### src/rtl/dma_seq_pkg.sv
package dma_seq_pkg;
  // Strobes from the sequencing control to the register datapath.
  typedef struct packed {
    logic load;     // capture programming, copy base into current
    logic advance;  // address +1, count -1
    logic reload;   // copy base into current at terminal count
  } seqCtl_t;
endpackage

### src/rtl/dma_seq_ctrl.sv
module dma_seq_ctrl
  import dma_seq_pkg::*;
#(
  parameter int CNT_W = 16
) (
  input  logic             clk,
  input  logic             rstN,
  input  logic             loadIn,
  input  logic             stepIn,
  input  logic             autoInitIn,
  input  logic [CNT_W-1:0] curCount,
  output seqCtl_t          ctl,
  output logic             termCount,
  output logic             masked
);
  logic autoInitQ;
  logic accept;
  logic lastStep;

  assign accept    = stepIn & ~masked & ~loadIn;
  assign lastStep  = (curCount == '0);
  assign termCount = accept & lastStep;

  always_comb begin
    ctl.load    = loadIn;
    ctl.reload  = termCount & autoInitQ;
    ctl.advance = accept & ~(termCount & autoInitQ);
  end

  always_ff @(posedge clk or negedge rstN) begin
    if (!rstN) begin
      masked    <= 1'b1;
      autoInitQ <= 1'b0;
    end else if (loadIn) begin
      masked    <= 1'b0;
      autoInitQ <= autoInitIn;
    end else if (termCount && !autoInitQ) begin
      masked    <= 1'b1;
    end
  end
endmodule

### src/rtl/dma_seq_dpath.sv
module dma_seq_dpath
  import dma_seq_pkg::*;
#(
  parameter bit WORD_MODE = 1'b0,
  parameter int PAGE_W    = 8,
  parameter int ADDR_W    = 16,
  localparam int PHYS_W   = PAGE_W + ADDR_W
) (
  input  logic              clk,
  input  logic              rstN,
  input  seqCtl_t           ctl,
  input  logic [PAGE_W-1:0] pageIn,
  input  logic [ADDR_W-1:0] baseAddrIn,
  input  logic [ADDR_W-1:0] baseCountIn,
  output logic [ADDR_W-1:0] curAddr,
  output logic [ADDR_W-1:0] curCount,
  output logic [ADDR_W-1:0] baseAddrQ,
  output logic [ADDR_W-1:0] baseCountQ,
  output logic [PHYS_W-1:0] physAddr,
  output logic [ADDR_W-1:0] residue,
  output logic [ADDR_W:0]   residueBytes
);
  logic [PAGE_W-1:0] pageQ;

  always_ff @(posedge clk or negedge rstN) begin
    if (!rstN) begin
      pageQ      <= '0;
      baseAddrQ  <= '0;
      baseCountQ <= '0;
      curAddr    <= '0;
      curCount   <= '0;
    end else if (ctl.load) begin
      pageQ      <= pageIn;
      baseAddrQ  <= baseAddrIn;
      baseCountQ <= baseCountIn;
      curAddr    <= baseAddrIn;
      curCount   <= baseCountIn;
    end else if (ctl.reload) begin
      curAddr    <= baseAddrQ;
      curCount   <= baseCountQ;
    end else if (ctl.advance) begin
      curAddr    <= curAddr + ADDR_W'(1);   // wraps inside the page
      curCount   <= curCount - ADDR_W'(1);
    end
  end

  assign residue = curCount + ADDR_W'(1);

  generate
    if (WORD_MODE) begin : gWord
      // Page bit 0 carries no weight; address shifted up one byte lane.
      assign physAddr     = {pageQ[PAGE_W-1:1], curAddr, pageQ[0] & 1'b0};
      assign residueBytes = {residue, 1'b0};
    end else begin : gByte
      assign physAddr     = {pageQ, curAddr};
      assign residueBytes = {1'b0, residue};
    end
  endgenerate
endmodule

### src/rtl/dma_chan_seq.sv
module dma_chan_seq
  import dma_seq_pkg::*;
#(
  parameter bit WORD_MODE = 1'b0,
  parameter int PAGE_W    = 8,
  parameter int ADDR_W    = 16,
  localparam int PHYS_W   = PAGE_W + ADDR_W
) (
  input  logic              clk,
  input  logic              rstN,
  input  logic              loadIn,
  input  logic [PAGE_W-1:0] pageIn,
  input  logic [ADDR_W-1:0] baseAddrIn,
  input  logic [ADDR_W-1:0] baseCountIn,
  input  logic              autoInitIn,
  input  logic              stepIn,
  output logic [PHYS_W-1:0] physAddr,
  output logic [ADDR_W-1:0] curAddr,
  output logic [ADDR_W-1:0] curCount,
  output logic              termCount,
  output logic              masked,
  output logic [ADDR_W-1:0] residue,
  output logic [ADDR_W:0]   residueBytes
);
  seqCtl_t           ctl;
  logic [ADDR_W-1:0] baseAddrQ;
  logic [ADDR_W-1:0] baseCountQ;

  dma_seq_ctrl #(.CNT_W(ADDR_W)) uCtrl (
    .clk(clk), .rstN(rstN), .loadIn(loadIn), .stepIn(stepIn),
    .autoInitIn(autoInitIn), .curCount(curCount), .ctl(ctl),
    .termCount(termCount), .masked(masked)
  );

  dma_seq_dpath #(.WORD_MODE(WORD_MODE), .PAGE_W(PAGE_W), .ADDR_W(ADDR_W)) uDpath (
    .clk(clk), .rstN(rstN), .ctl(ctl), .pageIn(pageIn),
    .baseAddrIn(baseAddrIn), .baseCountIn(baseCountIn),
    .curAddr(curAddr), .curCount(curCount),
    .baseAddrQ(baseAddrQ), .baseCountQ(baseCountQ),
    .physAddr(physAddr), .residue(residue), .residueBytes(residueBytes)
  );
endmodule

### config.mk
export PLATFORM = sky130hd
export DESIGN_NAME = dma_chan_seq
export DESIGN_NICKNAME = d
export VERILOG_FILES = /design/src/rtl/dma_seq_pkg.sv /design/src/rtl/dma_seq_ctrl.sv /design/src/rtl/dma_seq_dpath.sv /design/src/rtl/dma_chan_seq.sv
export SDC_FILE = /design/constraint.sdc
export NUM_CORES = 1
export LEC_CHECK = 0
export BUFFER_PORTS_ARGS = -buffer_cell sky130_fd_sc_hd__buf_2
export CAP_MARGIN = 30
export CORE_MARGIN = 2
export CORE_UTILIZATION = 50
export CTS_BUF_LIST = sky130_fd_sc_hd__clkbuf_16
export DETAILED_ROUTE_END_ITERATION = 16
export HOLD_SLACK_MARGIN = 0.03
export PLACE_DENSITY = 0.76
export RECOVER_POWER = 25
export SYNTH_ARGS = -nofsm -noshare
export SYNTH_HDL_FRONTEND = slang
export SYNTH_SLANG_ARGS = --single-unit
### constraint.sdc
create_clock -name clk -period 2.35 [get_ports clk]
set_clock_uncertainty 0.15 [all_clocks]
set_input_delay 0.1175 -clock clk [delete_from_list [all_inputs] [get_ports clk]]
set_output_delay 0.1175 -clock clk [all_outputs]
set_load 0.01 [all_outputs]
==> out/metrics.cfg, run 1 <==
[sta]
setup_viol = 0
slew_violations = 0
max_freq_ghz = 0.4489
rsz0062_at_grt = false
worst_slew_pin_slew_ns = 1.009
period_share_pct = 94.79
fin_tns_setup_ns = 0
hold_viol_final = 0
finalWorstSetupSlack_ns = 0.1224
slew-limit-headroom_pct = 32.76
layout_min_cycle_time_ns = 2.228

[worst_setup_path]
start_kind = flop
crit_family = simple AND/OR/NAND/NOR gates
cp.required_ns = 2.41
path_buf_inv = 1
worstPathMaxFanout = 7
path_cells = buf_4, nor4b_1, nand4_1, o31a_1, nor3_1, o31ai_2
crit_arrival_ns = 2.28
cpPeakStageDelay_ns = 0.54
r2r-start = uDpath.curCount[1]
path_class = flop to flop
crit_slowest_cell = nor4b_1
cp-end-kind = flop
startpoint = uDpath.curCount[1]

[floorplanning]
die_area_um2 = 9377
die_y_um = 96.84
die-width_um = 96.84
floorplan.rows = 33
start_util_pct = 51.92
core_area_um2 = 8299
ios = 136

[logic_synthesis]
yosysUniqueCellTypes = 53
synth-seq-cells = 74
synth_top_area_share_pct = 42.39
ys.flop_type = dfrtp_1
syn_area_per_cell_um2 = 9.771
syn-num-nets = 490
yosysSeqAreaShare_pct = 43.00
synth-edff-count = 0
syn_inst = 441
async_reset_ff_share_pct = 100.0
yosys-top-cells-area = dfrtp_1 (42%), buf_4 (5.9%), mux2_2 (5.7%)
yosysTopAreaCell = dfrtp_1
synth-warning-count = 0
syn_area_um2 = 4309

[placed_design]
dp_hpwl_um = 7760
place_congestion = 0.8411
preCtsSetupSlack_ns = 0.1783
port_buffers = 134
dp.cells = 639

[final_layout]
fillers = 651
nNetsFinal = 639
areaGrowthSynthToFinish_pct = 31.62
layout.cells.non_filler = 700
drive_gt1_share_pct = 35.97
diodes = 0

[grt]
grt_pass1_wl_um = 18990
grt_pass1_vias = 3830
grt.total_usage_pct = 24.78
grt_remaining_overflow = 0
grt_max_degree = 75
antenna_found_initial = 0

[clock_network]
clk_pin_slew_ns = 0.06
cts_made_buffers = 9
htree_num_levels = 3
clock_sinks = 74
cts.path.max_buffers = 2
insertion_delay_ns = 0.34
cts_root_buffer = clkbuf_16
cts_tree = done

[power_and_ir_drop]
ir_drop_v = 0.0004545
p_per_area_nw_per_um2 = 695.7
p_leak_nw = 2.725

[detailed_routing]
wl_per_cell_um = 16.58
drtAntennaViolNets = 0
drt_iter0_markers = 299
drc = 0
dr.pass1.iters = 4
vias = 3901
viasPerCell = 5.573
wl_um = 11600

[min_path]
hold_start = loadIn
hold_class = input port to flop

[outcome]
status = finished, final reports clean

[flow_run]
drv_cap = 0

[cells by family (layout without fill, tap and decap cells)]
family,count (synthesis),in the layout,share of synthesized area (%)
simple gates,126,126,16.23
compound gates,86,86,12.98
buf+inv,82,236,11.09
flops,74,74,43.00
xor+xnor,34,34,6.910
mux,34,34,8.537
fa+ha+maj,4,4,1.161
other cells,1,1,0.08702
[worst register-to-register path, delay by kind of cell (launching register included)]
family | cells | cell delay [ns]
buf+inv | 1 | 0.17
compound gates | 2 | 0.39
flops | 1 | 0.37
simple gates | 3 | 1.01
[where the power goes]
group	switching [mW]	leakage [nW]	internal, mW
Combinational	0.484	1.68	0.420
Sequential	0.135	0.880	1.40
Clock	0.564	0.160	0.941
Total	1.18	2.72	2.76
[area by class of cell]
type | instances | area, um2 | area share [%]
timing repair buffer | 200 | 1274 | 22.46
multi-input combinational | 285 | 2011 | 35.45
clock inverter | 7 | 101.3 | 1.787
tap | 105 | 131.4 | 2.316
inverter | 20 | 75.07 | 1.324
clock buffer | 9 | 225.2 | 3.971
sequential | 74 | 1854 | 32.69
[what timing repair did]
| item | CTS | global route |
|---|---|---|
| endpoints found under the hold margin | 145 | 0 |
| cloned | 0 | 0 |
| hold buffers | 42 | 0 |
| setup buffers | 0 | 2 |
| gates resized for setup | 2 | 6 |
| endpoints found under the setup margin | 10 | 13 |
[placed cells by master, fill, tap and decap left out, types with 3 or more instances in the layout]
| cell type | Yosys | routed |
|---|---|---|
| a21oi_1 | 13 | 13 |
| a22oi_1 | 9 | 9 |
| and2_1 | 3 | 3 |
| and3_1 | 5 | 4 |
| and4_1 | 8 | 8 |
| buf_2 | 10 | 133 |
| buf_4 | 34 | 23 |
| clkbuf_16 | 0 | 9 |
| dfrtp_1 | 73 | 72 |
| dlygate4sd3_1 | 0 | 42 |
| ha_1 | 4 | 3 |
| inv_1 | 20 | 20 |
| mux2_2 | 22 | 22 |
| mux2i_1 | 12 | 12 |
| nand2_1 | 41 | 41 |
| nand3_1 | 13 | 11 |
| nand4_1 | 11 | 11 |
| nor2_1 | 19 | 19 |
| nor3_1 | 10 | 9 |
| o21ai_0 | 17 | 17 |
| o21ai_1 | 15 | 15 |
| o221ai_1 | 5 | 5 |
| o22a_1 | 3 | 3 |
| o22ai_1 | 6 | 6 |
| o31ai_1 | 3 | 3 |
| xnor2_1 | 17 | 17 |
| xor2_1 | 17 | 17 |
[worst paths after layout]
kind	to	slack, ns	cells past startpoint
max	uDpath.curCount[15]	0.12	6
min	uCtrl.masked	0.04	4
max reg2reg	uDpath.curCount[15]	0.12	6
min reg2reg	uDpath.baseAddrQ[11]	0.32	2
max in group asynchronous	uDpath.curCount[3]	0.89	3
min in group asynchronous	uDpath.baseCountQ[1]	0.48	3
[flip-flops by register name, summed over array words and instances (netlist names)]
signal,count
uCtrl.masked,1
uDpath.curAddr,16
uDpath.pageQ,8
uDpath.curCount,16
uDpath.baseAddrQ,16
uCtrl.autoInitQ,1
uDpath.baseCountQ,16
[per-layer routing]
layer / up-vias / wire length [um] / global-route usage, %
li1: 1827 / - / -
met1: 1875 / 4891 / 32.68
met2: 164 / 5694 / 40.97
met3: 35 / 649 / 3.179
met4: 0 / 369 / 11.05
met5: - / 0 / 0
[synthesized netlist by cell type (all sizes together) (3+ instances only)]
cell / number
dfrtp: 73
buf: 50
nand2: 41
o21ai: 32
mux2: 22
inv: 20
nor2: 19
xnor2: 17
xor2: 17
nand3: 14
a21oi: 13
clkbuf: 12
mux2i: 12
nand4: 12
nor3: 12
a22oi: 9
and4: 8
o221ai: 6
o22ai: 6
and3: 5
and2: 4
ha: 4
o31ai: 4
nor4: 3
o22a: 3
[through the flow]
| stage | utilization (%) | power [mW] | hold WS (ns) | area, um2 |
|---|---|---|---|---|
| 6_report | 68.34 | 3.946 | 0.04334 | 5672 |
| 5_1_grt | 68.34 | 4.114 | 0.08576 | 5672 |
| 4_1_cts | 67.77 | 3.946 | 0.03810 | 5624 |
| 3_5_place_dp | 58.69 | 2.385 | 0.1720 | 4871 |
| 3_3_place_gp | 58.69 | 2.362 | 0.1629 | 4871 |
| 2_1_floorplan | - | 2.105 | -0.3281 | 4309 |
No activity file was read; power rests on OpenSTA's default activity.
==> run 2: changes to the inputs <==
--- a/config.mk
+++ b/config.mk
@@ -11,8 +11,9 @@
 export CORE_UTILIZATION = 50
 export CTS_BUF_LIST = sky130_fd_sc_hd__clkbuf_16
 export DETAILED_ROUTE_END_ITERATION = 16
+export GPL_TIMING_DRIVEN = 0
 export HOLD_SLACK_MARGIN = 0.03
-export PLACE_DENSITY = 0.76
+export PLACE_DENSITY = 0.79
 export RECOVER_POWER = 25
 export SYNTH_ARGS = -nofsm -noshare
 export SYNTH_HDL_FRONTEND = slang
==> out/metrics.cfg, run 2 (synthesis results as in run 1) <==
[final_layout]
nNetsFinal = 685
drive_gt1_share_pct = 38.59
final_common_cell = buf_2
diodes = 0
layout_common_cells = buf_2 (137), dfrtp_1 (70), dlygate4sd3_1 (43)
design_area_um2 = 5963
areaGrowthSynthToFinish_pct = 38.39

[outcome]
status = finished, final reports clean

[worst_setup_path]
cp.required_ns = 2.08
setup.worst_path.end = residueBytes[14]
worstPathMaxFanout = 7
r2r-start = uDpath.curCount[0]
path_class = flop to output pin
rrSetupSlack_ns = 0.10
cp-end-kind = output pin
reg2regPathDepth = 8
start_kind = flop
crit_arrival_ns = 2.02
startpoint = uDpath.curCount[7]
timing.rr.end = uDpath.curAddr[1]

[detailed_routing]
drc = 0
vias = 4190
wl_per_cell_um = 17.43
drtAntennaViolNets = 0
viasPerCell = 5.624
dr.pass1.iters = 4
drt_iter0_markers = 337
wl_um = 12990

[clock_network]
cts_made_buffers = 9
cts_root_buffer = clkbuf_16
clock_sinks = 74
insertion_delay_ns = 0.33
cts.path.max_buffers = 2
clk_pin_slew_ns = 0.06
htree_num_levels = 3
cts_tree = done

[placed_design]
place_congestion = 0.9000
place_area_um2 = 5136
port_buffers = 133
dp_hpwl_um = 8302

[floorplanning]
die_area_um2 = 9377
floorplan.rows = 33
die-width_um = 96.84
ios = 136
start_util_pct = 51.92
core_area_um2 = 8299
die_y_um = 96.84

[sta]
setup_viol = 0
max_freq_ghz = 0.4371
slew-limit-headroom_pct = 35.43
worst_slew_pin_slew_ns = 0.9686
slew_violations = 0
hold_viol_final = 0
period_share_pct = 97.35
fin_hold_ws_ns = 0.2451
layout_min_cycle_time_ns = 2.288
fin_tns_setup_ns = 0

[flow_run]
drv_cap = 0

[grt]
grt_remaining_overflow = 0
grt_pass1_wl_um = 20880
grt_pass1_vias = 4242
grt_max_degree = 72
antenna_found_initial = 0
grt.total_usage_pct = 27.32

[power_and_ir_drop]
p_leak_nw = 2.877
ir_drop_v = 0.0005268
p_per_area_nw_per_um2 = 657.8

[min_path]
hold_class = input port to flop

run 2: final cells by class:
type	count	area, um2
Sequential cell	74	1857
Fill cell	617	2336
Clock inverter	6	58.81
Tap cell	105	131.4
Multi-Input combinational cell	285	2038
Timing Repair Buffer	184	1155
Clock buffer	9	225.2
Inverter	20	75.07
Buffer	62	422.9
run 2: how the worst min path moves through the flow:
stage                        startpoint                   to  slack [ns]  depth (start not counted)
after floorplan                    rstN      uCtrl.autoInitQ       -0.33                          0
after global placement    baseAddrIn[8]  uDpath.baseAddrQ[8]        0.19                          3
after detailed placement           rstN   uDpath.curCount[6]       -0.22                          1
after CTS                        stepIn    uDpath.curAddr[1]        0.21                          4
after global routing             stepIn    uDpath.curAddr[1]        0.26                          4
final                            stepIn    uDpath.curAddr[1]        0.25                          4
run 2: timing repair:
action                                  in CTS  in global routing
hold buffers                                43                  0
gates resized for setup                      7                 18
pin swaps                                    0                  1
hold endpoints to repair                   146                  0
endpoints found under the setup margin      11                 35
buffers inserted                             0                  7
run 2: critical path: stages (launching register included):
cell      delay, ns
dfrtp_1        0.33
clkbuf_4       0.20
nand4_1        0.16
or3_4          0.43
nor2_1         0.12
xor2_1         0.20
buf_4          0.13
buf_2          0.11
run 2: routing by layer:
metal  vias up  GRT usage, %  routed length (um)
met5         -             0                   0
met4         0         12.03                 323
met3        36         4.769                 834
met2       210         45.41                6468
met1      2029         35.02                5359
li1       1915             -                   -
run 2: metrics by stage:
stage,total power [mW],setup WS [ns],cells,utilization [%]
final,3.923,0.06229,745,71.85
after global routing,4.085,-0.02616,745,71.85
after CTS,3.866,0.01746,738,70.72
after detailed placement,2.470,-0.04838,680,61.89
after global placement,2.437,-0.04953,679,61.53
after floorplan,2.105,0.2302,441,-
run 2: report_power, final:
group	internal, mW	leakage, nW	switching (mW)	total (mW)
clock	0.809	0.136	0.535	1.34
combinational	0.508	1.86	0.531	1.04
sequential	1.40	0.878	0.139	1.54
total	2.72	2.88	1.20	3.92
==> run 3: changes to the inputs <==
--- a/config.mk
+++ b/config.mk
@@ -13,7 +13,7 @@
 export DETAILED_ROUTE_END_ITERATION = 16
 export GPL_TIMING_DRIVEN = 0
 export HOLD_SLACK_MARGIN = 0.03
-export PLACE_DENSITY = 0.79
+export PLACE_DENSITY_LB_ADDON = 0.05
 export RECOVER_POWER = 25
 export SYNTH_ARGS = -nofsm -noshare
 export SYNTH_HDL_FRONTEND = slang
==> out/metrics.cfg, run 3 (synthesis results as in run 1) <==
[outcome]
status = finished, final reports clean

[sta]
slew_violations = 0
slew-limit-headroom_pct = 39.03
layout_min_cycle_time_ns = 2.297
rsz0062_at_grt = true
period_share_pct = 97.73
fin_hold_ws_ns = 0.2689
max_freq_ghz = 0.4354
worst_slew_pin_slew_ns = 0.9145
finalWorstSetupSlack_ns = 0.05335
setup_viol = 0
hold_viol_final = 0

[floorplanning]
floorplan.rows = 33
start_util_pct = 51.92
ios = 136
die_area_um2 = 9377
core_area_um2 = 8299
die-width_um = 96.84
die_y_um = 96.84

[placed_design]
preCtsSetupSlack_ns = -0.1632
place_area_um2 = 5129
dp_hpwl_um = 8386
place_congestion = 0.8770
port_buffers = 133
dp.cells = 680

[min_path]
hold_start = stepIn
hold_class = input port to flop
holdPathStages = 4
min_to = uDpath.curAddr[1]

[detailed_routing]
drtAntennaViolNets = 0
wl_per_cell_um = 16.90
wl_met3_um = 761
wl_um = 12520
wl_met1_um = 5454
vias = 4116
highest_layer = met4
dr.pass1.iters = 5
drc = 0
met2_length_um = 6114
drt_iter0_markers = 318
viasPerCell = 5.555

[worst_setup_path]
cp-end-kind = output pin
timing.rr.end = uDpath.curAddr[1]
path_class = flop to output pin
worstPathMaxFanout = 7
r2r-start = uDpath.curCount[0]
startpoint = uDpath.curCount[7]
start_kind = flop
cp.required_ns = 2.08
crit_arrival_ns = 2.03
reg2regPathDepth = 8
rrSetupSlack_ns = 0.09

[final_layout]
diodes = 0
areaGrowthSynthToFinish_pct = 36.90
design_area_um2 = 5899
layout.cells.non_filler = 741
layout_common_cells = buf_2 (122), dfrtp_1 (70), dlygate4sd3_1 (42)
final_common_cell = buf_2
drive_gt1_share_pct = 36.64
nNetsFinal = 680

[grt]
grt_pass1_wl_um = 20310
grt_pass1_vias = 4070
grt_max_degree = 40
grt_remaining_overflow = 0
grt.total_usage_pct = 26.92
antenna_found_initial = 0

[power_and_ir_drop]
internal_power_mw = 2.603
power_mw = 3.811
combPwrFrac_pct = 26.3
ir_drop_v = 0.0004869
p_clk_share_pct = 33.4
seqPwrFrac_pct = 40.3
p_switching_mw = 1.207
netSwitchingFraction_pct = 31.68
p_leak_nw = 2.812
p_per_area_nw_per_um2 = 646.0

[clock_network]
clk_pin_slew_ns = 0.06
cts_tree = done
cts.path.max_buffers = 2
insertion_delay_ns = 0.34
cts_made_buffers = 9
cts_root_buffer = clkbuf_16
htree_num_levels = 3
clock_sinks = 74

[flow_run]
drv_cap = 0

## run 3: cell count changes in the layout (fill, tap and decap cells not counted), sizes merged
| cell | delta |
|---|---|
| clkinv | -1 |
| bufinv | -1 |
| buf | -18 |
| inv | +2 |
| clkbuf | +14 |
| clkinvlp | +1 |
| dlygate4sd3 | -1 |
## run 3: power groups by stage
stage	Sequential, mW	Combinational [mW]	Clock [mW]
6_report	1.53	1.00	1.27
5_1_grt	1.55	1.09	1.33
4_1_cts	1.53	0.987	1.28
3_5_place_dp	1.55	0.921	0
3_3_place_gp	1.54	0.898	0
2_1_floorplan	1.56	0.549	0
## run 3: routing by layer
| metal | vias to the layer above | global-route usage, % |
|---|---|---|
| li1 | 1910 | - |
| met5 | - | 0 |
| met3 | 21 | 4.118 |
| met2 | 163 | 43.80 |
| met4 | 0 | 10.62 |
| met1 | 2022 | 36.21 |
## run 3: repair_timing
action,in CTS,in global routing
endpoints found under the hold margin,145,0
hold buffers,42,0
gates resized for setup,12,12
endpoints found under the setup margin,13,30
pin swaps,0,1
buffers inserted,0,4
cloned,0,0
## run 3: worst max-delay path: stages, from the launching register on
cell and delay [ns]:
dfrtp_1 0.34, clkbuf_4 0.20, nand4_1 0.15, or3_4 0.43
nor2_1 0.12, xor2_1 0.20, buf_4 0.13, buf_2 0.11
## run 3: through the flow
stage | utilization, % | setup TNS, ns
finish | 71.08 | 0
global route | 71.08 | -0.07067
CTS | 70.54 | 0
detailed placement | 61.80 | -0.7523
global placement | 61.53 | -0.4142
floorplan | - | 0
## run 3: layout make-up
type,instances,area (um2)
fill,663,2400
timing repair buffer,180,1105
buffer,61,415.4
clock inverter,7,46.29
multi-input combinational,285,2044
clock buffer,9,225.2
sequential,74,1857
inverter,20,75.07
tap,105,131.4
## run 3: how the worst max path moves through the flow
stage                          end  slack [ns]  cells past startpoint
6_report          residueBytes[12]        0.05                      7
5_1_grt           residueBytes[12]       -0.04                      7
2_1_floorplan  uDpath.curCount[15]        0.23                      8
3_5_place_dp   uDpath.curCount[10]       -0.16                      8
4_1_cts           residueBytes[14]       0.004                      7
3_3_place_gp   uDpath.curCount[10]        -0.1                      8
